`config.mk`:
```
export PLATFORM = sky130hd
export DESIGN_NAME = edge_meter
export DESIGN_NICKNAME = d
export VERILOG_FILES = /design/src/rtl/edge_meter_pkg.sv /design/src/rtl/em_pin_sync.sv /design/src/rtl/em_gate_timer.sv /design/src/rtl/em_edge_acc.sv /design/src/rtl/edge_meter.sv
export SDC_FILE = /design/constraint.sdc
export NUM_CORES = 1
export LEC_CHECK = 0
export ABC_AREA = 1
export BUFFER_PORTS_ARGS = -buffer_cell sky130_fd_sc_hd__buf_2
export CORE_MARGIN = 2
export CORE_UTILIZATION = 37
export CTS_CLUSTER_SIZE = 20
export DETAILED_ROUTE_END_ITERATION = 12
export GPL_TIMING_DRIVEN = 0
export MAX_ROUTING_LAYER = met4
export PLACE_DENSITY = 0.59
export SLEW_MARGIN = 15
export SYNTH_ARGS = -nofsm -noshare
export SYNTH_HDL_FRONTEND = slang
export SYNTH_HIERARCHICAL = 1
export SYNTH_SLANG_ARGS = --single-unit
```
`constraint.sdc`:
```
create_clock -name clk -period 8.5 [get_ports clk]
set_clock_uncertainty 0.05 [all_clocks]
set_input_delay 2.125 -clock clk [delete_from_list [all_inputs] [get_ports clk]]
set_output_delay 2.125 -clock clk [all_outputs]
set_load 0.05 [all_outputs]
```
`src/rtl/edge_meter_pkg.sv`:
```
package edge_meter_pkg;

    typedef enum logic {
        MODE_FREE  = 1'b0,
        MODE_GATED = 1'b1
    } meter_mode_e;

    // Events produced by the gate timer for the accumulator
    typedef struct packed {
        logic tick;     // window closes on this clock
        logic restart;  // new length written: abandon window
    } gate_evt_t;

    // Flags kept beside the latched result
    typedef struct packed {
        logic valid;
        logic overrun;
    } res_flags_t;

    function automatic meter_mode_e mode_of(input logic nonzero);
        return nonzero ? MODE_GATED : MODE_FREE;
    endfunction

endpackage

```
`src/rtl/em_pin_sync.sv`:
```
module em_pin_sync #(
    parameter int STAGES = 2
) (
    input  logic clk,
    input  logic rst,
    input  logic pin,
    output logic rise
);
    localparam int CHAIN_W = STAGES + 1;

    // chain[0..STAGES-1]: synchronizer, chain[STAGES]: previous level
    logic [CHAIN_W-1:0] chain;

    generate
        for (genvar i = 0; i < CHAIN_W; i++) begin : g_stage
            if (i == 0) begin : g_first
                always_ff @(posedge clk) begin
                    if (rst) chain[i] <= 1'b0;
                    else     chain[i] <= pin;
                end
            end else begin : g_next
                always_ff @(posedge clk) begin
                    if (rst) chain[i] <= 1'b0;
                    else     chain[i] <= chain[i-1];
                end
            end
        end
    endgenerate

    assign rise = chain[STAGES-1] & ~chain[STAGES];

    // a rising edge is a single-clock event
    assert_single_rise_R1: assert property (@(posedge clk) disable iff (rst)
        rise |=> !rise);

endmodule

```
`src/rtl/em_gate_timer.sv`:
```
module em_gate_timer
    import edge_meter_pkg::*;
#(
    parameter int IVL_W = 32
) (
    input  logic             clk,
    input  logic             rst,
    input  logic             ivl_wr,
    input  logic [IVL_W-1:0] ivl_data,
    output gate_evt_t        evt,
    output meter_mode_e      mode
);
    localparam logic [IVL_W-1:0] ONE = IVL_W'(1);

    logic [IVL_W-1:0] ivl_q;
    logic [IVL_W-1:0] left_q;
    logic             at_end;

    assign mode   = mode_of(ivl_q != '0);
    assign at_end = (left_q == '0);

    always_ff @(posedge clk) begin
        if (rst) begin
            ivl_q  <= '0;
            left_q <= '0;
        end else if (ivl_wr) begin
            ivl_q  <= ivl_data;
            left_q <= ivl_data - ONE;
        end else if (mode == MODE_GATED) begin
            // reload on terminal count: window length stays exact
            left_q <= at_end ? (ivl_q - ONE) : (left_q - ONE);
        end
    end

    always_comb begin
        evt.restart = ivl_wr;
        evt.tick    = (mode == MODE_GATED) && at_end && !ivl_wr;
    end

    // after a close the next window is a full N clocks long
    assert_reload_R2: assert property (@(posedge clk) disable iff (rst)
        evt.tick |=> (left_q == ivl_q - ONE));

    // a write takes effect as the new window length
    assert_write_loads_R8: assert property (@(posedge clk) disable iff (rst)
        ivl_wr |=> (ivl_q == $past(ivl_data)));

endmodule

```
`src/rtl/em_edge_acc.sv`:
```
module em_edge_acc
    import edge_meter_pkg::*;
#(
    parameter int CNT_W = 32
) (
    input  logic             clk,
    input  logic             rst,
    input  logic             rise,
    input  gate_evt_t        evt,
    output logic [CNT_W-1:0] count
);
    localparam logic [CNT_W-1:0] ONE = CNT_W'(1);

    always_ff @(posedge clk) begin
        if (rst || evt.restart) begin
            count <= '0;
        end else if (evt.tick) begin
            // edge-aware clear: a coinciding edge opens the new window
            count <= rise ? ONE : '0;
        end else if (rise) begin
            count <= count + ONE;
        end
    end

    assert_carry_edge_R3: assert property (@(posedge clk) disable iff (rst)
        evt.tick && rise && !evt.restart |=> (count == ONE));

    assert_clean_close_R3: assert property (@(posedge clk) disable iff (rst)
        evt.tick && !rise && !evt.restart |=> (count == '0));

    assert_restart_clears_R8: assert property (@(posedge clk) disable iff (rst)
        evt.restart |=> (count == '0));

endmodule

```
`src/rtl/edge_meter.sv`:
```
module edge_meter
    import edge_meter_pkg::*;
#(
    parameter int IVL_W       = 32,
    parameter int CNT_W       = 32,
    parameter int SYNC_STAGES = 2
) (
    input  logic             clk,
    input  logic             rst,
    input  logic             pin_in,
    input  logic             ivl_wr,
    input  logic [IVL_W-1:0] ivl_data,
    input  logic             read_ack,
    output logic [CNT_W-1:0] result,
    output logic             result_valid,
    output logic             overrun
);
    logic             rise;
    gate_evt_t        evt;
    meter_mode_e      mode;
    logic [CNT_W-1:0] count;
    logic [CNT_W-1:0] res_q;
    res_flags_t       flags;

    em_pin_sync #(.STAGES(SYNC_STAGES)) u_sync (
        .clk  (clk),
        .rst  (rst),
        .pin  (pin_in),
        .rise (rise)
    );

    em_gate_timer #(.IVL_W(IVL_W)) u_timer (
        .clk      (clk),
        .rst      (rst),
        .ivl_wr   (ivl_wr),
        .ivl_data (ivl_data),
        .evt      (evt),
        .mode     (mode)
    );

    em_edge_acc #(.CNT_W(CNT_W)) u_acc (
        .clk   (clk),
        .rst   (rst),
        .rise  (rise),
        .evt   (evt),
        .count (count)
    );

    always_ff @(posedge clk) begin
        if (rst) begin
            res_q <= '0;
        end else if (evt.tick) begin
            res_q <= count;
        end
    end

    always_ff @(posedge clk) begin
        if (rst) begin
            flags <= '0;
        end else begin
            // a close wins over an acknowledge on the same clock
            flags.valid   <= evt.tick | (flags.valid & ~read_ack);
            flags.overrun <= (evt.tick & flags.valid & ~read_ack)
                           | (flags.overrun & ~read_ack);
        end
    end

    assign result       = (mode == MODE_FREE) ? count : res_q;
    assign result_valid = flags.valid;
    assign overrun      = flags.overrun;

    assert_valid_on_close_R5: assert property (@(posedge clk) disable iff (rst)
        evt.tick |=> result_valid);

    assert_ack_clears_R6: assert property (@(posedge clk) disable iff (rst)
        read_ack && !evt.tick |=> !result_valid && !overrun);

    assert_ack_on_close_R6: assert property (@(posedge clk) disable iff (rst)
        read_ack && evt.tick |=> result_valid && !overrun);

    assert_overwrite_flag_R7: assert property (@(posedge clk) disable iff (rst)
        evt.tick && result_valid && !read_ack |=> overrun);

    assert_hold_result_R2: assert property (@(posedge clk) disable iff (rst)
        !evt.tick |=> $stable(res_q));

endmodule

```
==> key figures <==
Outcome
  • Status: completed

Synthesis
  • Seq cells post-synth: between 100 and 150
  • Number of distinct standard cells referenced by the synthesized netlist: 45
  • Sequential share of the synthesized area: 34.0%
  • Synth Cell Area: approximately 0.0078 mm²
  • Instance count of the mapped netlist: ~1300
  • Net count of the mapped netlist: 1332
  • Warnings from Yosys: 6
  • Average cell area after synthesis: 6.06 µm²

Final layout
  • Final Net Count: approximately 1400
  • Layout area overhead: 16.8%
  • Finished layout cell area: 0.00915 mm²
  • Antenna diodes: 0
  • Proportion of layout cells with a drive suffix above 1: a little over an eighth
  • Final Util: 43.8%

Timing
  • Final critical path time including I/O delays and setup: 5.49 ns
  • Final cycle utilization of the critical path: 64.5%
  • Setup tns final: 0 ns
  • Final Worst Setup Slack: 3.01 ns
  • Number of hold-slack violations in the final timing report: 0
  • # setup viols final: 0
  • Highest Clock Rate: 182 MHz
  • RSZ-0062 raised after global routing: false
  • Transition at the pin with the smallest max-transition slack: 0.842 ns
  • Count of final max-slew check failures: 0
  • Slew margin rel.: 43.9%

Worst setup path
  • Worst setup startpoint: u_timer/ivl_q[8]
  • Crit path kind: reg2out
  • Capturing element type of the critical path: output pin
  • Startpoint type of the worst setup path: flip-flop
  • Cells along the critical path: nor4_1, nand4_1, nor4_1, inv_1, buf_2, clkbuf_2, o21ai_0, buf_2
  • Number of cells on the worst reg-to-reg path: 18
  • Largest fanout on the critical path: 10
  • Delay of the slowest cell on the worst path: 0.68 ns
  • Worst reg2reg setup slack: 5.37 ns
  • Endpoint of the worst register-to-register path: u_timer/left_q[18]
  • Cell with the largest stage delay on the worst path: sky130_fd_sc_hd__nor4_1
  • Worst reg2reg path startpoint: u_timer/left_q[24]
  • Data required time of the worst path: 6.33 ns
  • Arr. time, crit path: between 3 and 4 ns

Flow run
  • Max-capacitance violation count: 0

Drt
  • Remaining DRCs: 0
  • Detail Route Antenna Nets: 0
  • Iteration-0 DRC count of the detailed router: 550
  • Detailed-routing iteration count for the pre-antenna-repair pass: 5
  • Detail-routed net length per standard cell: 15.2 µm
  • Via density per instance: 4.87
  • Vias after detailed routing: 8134
  • Final WL: 25.5 mm

Clocking
  • CTS clk-pin slew, worst paths: 0.07 ns
  • H-Tree Depth: 4
  • Source-to-sink clock delay at the later pin of the worst-skew pair: 0.43 ns
  • Number of sinks driven by the clock tree: approximately 130
  • Clk buf depth: 2
  • Post-CTS setup buffer count: 0
  • Resize count post-CTS: 0
  • Number of hold buffers added after cts: 0
  • Cell chosen for the clock root: sky130_fd_sc_hd__clkbuf_16
  • Inserted Clock Buffers: 17
  • TritonCTS clock tree: yes

Pwr
  • Share of total power consumed by net switching: approximately 29%
  • Switching power of the nets: 0.000478 W
  • Fraction of power consumed by the clock network: a little under half
  • Largest voltage drop on the vdd net: 125 µV
  • Post-route total power: 0.00163 W
  • Internal Pwr Total: 0.00115 W
  • Seq pwr share: 40.5%
  • Power density over the cells: 178 mW/mm²
  • Combinational power share: 12.0%
  • Leakage: 4.31 nW

Floorplanning
  • Height of the die: 150 µm
  • Initial Utilization: ~38%
  • I/O Pins: 71
  • Number of rows created at floorplan: 53
  • Area enclosed by the die boundary: 0.0224 mm²
  • Area inside the core boundary: between 0.02 and 0.025 mm²
  • Die X-Extent: 150 µm

Placed design
  • Number of buffer cells added on primary ports: 69
  • Area after DPL: roughly 0.0085 mm²
  • Estimated wirelength of the detail-placed design: 19.3 mm
  • Final GP Congestion: about 0.98
  • Dpl ws: between 3 and 4 ns

Min path
  • Min-Delay Path Class: reg2reg
  • Min-delay src: u_sync/chain[0]
  • Capture endpoint of the worst hold path: u_sync/chain[1]
  • Number of cells traversed by the worst hold path: 2

Global routing
  • Largest net degree at the start of global routing: 17
  • Number of antenna violations at the first check in global routing: 0
  • Overflow after GRT: 0
  • Global-route wire length before repair: 39.4 mm
  • Via count of the first global-routing pass: 7509
  • GRT Total Usage: 23.6%
[how the worst max path moves through the flow]
stage	cells after the start	slack [ns]	end
global placement	11	3.32	u_acc/count[27]
detailed placement	14	3.48	u_timer/left_q[18]
global route	8	2.87	result[2]
finish	8	3.01	result[2]
floorplan	7	3.85	result[22]
CTS	8	3.02	result[2]
[critical path: cells and delay by family (launching register included)]
kind            cells  cell delay [ns]
simple gates        3             1.43
buf+inv             4             0.82
flops               1             0.32
compound gates      1             0.29
[synth_stat cells (all sizes together)]
| cell type | number | share of area (%) |
|---|---|---|
| o21ai | 114 | 7.4 |
| buf | 27 | 2.3 |
| xor2 | 2 | 0.22 |
| nor4 | 9 | 0.72 |
| clkinv | 2 | 0.096 |
| nor2 | 229 | 13 |
| clkbuf | 21 | 1.2 |
| nand4 | 5 | 0.40 |
| o221ai | 1 | 0.11 |
| o21a | 1 | 0.096 |
| ha | 2 | 0.32 |
| a31oi | 4 | 0.32 |
| nand2 | 414 | 21 |
| inv | 177 | 8.5 |
| o21bai | 8 | 0.77 |
| nand3 | 59 | 3.9 |
| o211ai | 1 | 0.096 |
| dfxtp | 133 | 34 |
| a2bb2oi | 2 | 0.22 |
| a21boi | 10 | 1.1 |
| nor3 | 3 | 0.26 |
| a21oi | 64 | 4.1 |
| o31ai | 1 | 0.096 |
| or2 | 3 | 0.24 |
| nand3b | 1 | 0.096 |
[kinds of logic (layout without fill, tap and decap cells)]
family	Yosys count	in the layout	synth area share, %
simple gates	723	723	39.0
buf+inv	227	329	12.1
compound gates	206	206	14.3
flops	133	133	34.0
fa+ha+maj	2	2	0.319
xor+xnor	2	2	0.224
[routing by layer]
layer,up-vias,wire (µm),track usage (%)
met4,0,808,9.86
li1,4194,-,-
met5,-,0,-
met1,3695,11300,28.4
met2,200,12300,39.3
met3,45,1070,3.87
[area by class of cell]
cell class              count  area (µm²)
clock buffers              17         425
fillers                  2304       11700
multi-input cells         933        4230
clock inverters            15         188
inverters                 179         674
well taps                 275         344
repair buffers             70         353
plain buffers              48         274
flip-flops and latches    133        2660
[placed cells by master (no fill, tap or decap), types with 7 or more instances in the layout]
cell type                   netlist  final
sky130_fd_sc_hd__nor4_1           9      9
sky130_fd_sc_hd__clkbuf_16        0     17
sky130_fd_sc_hd__nor2_2          11     11
sky130_fd_sc_hd__o21ai_0        112    112
sky130_fd_sc_hd__nor2_1         205    205
sky130_fd_sc_hd__clkbuf_1        13     13
sky130_fd_sc_hd__dfxtp_1        133    133
sky130_fd_sc_hd__nand2_2         13     13
sky130_fd_sc_hd__buf_1            7      7
sky130_fd_sc_hd__nor2_4          11     11
sky130_fd_sc_hd__buf_2           10     79
sky130_fd_sc_hd__nand3_1         57     57
sky130_fd_sc_hd__nand2_1        397    397
sky130_fd_sc_hd__a21oi_1         63     63
sky130_fd_sc_hd__o21bai_1         8      8
sky130_fd_sc_hd__inv_1          170    170
[power groups by stage]
stage | registers [W] | logic, W | clock network (W)
after global routing | 0.000662 | 0.000218 | 0.000819
after floorplan | 0.000669 | 0.000135 | 0
after global placement | 0.000674 | 0.000192 | 0
after CTS | 0.000660 | 0.000194 | 0.000794
after detailed placement | 0.000674 | 0.000193 | 0
final | 0.000660 | 0.000195 | 0.000774
[metrics by stage]
stage               instances  hold slack, ns
CTS                      1670           0.363
finish                   1670           0.358
global placement         1637           0.351
floorplan                1293           0.338
detailed placement       1638           0.352
global route             1670           0.400
[flip-flops by register name, indices dropped and copies added (netlist names)]
signal	count
u_acc/count	32
u_timer/left_q	32
u_timer/ivl_q	32
result_valid	1
u_sync/chain	3
res_q	32
overrun	1
No activity file was read; power rests on OpenSTA's default activity.
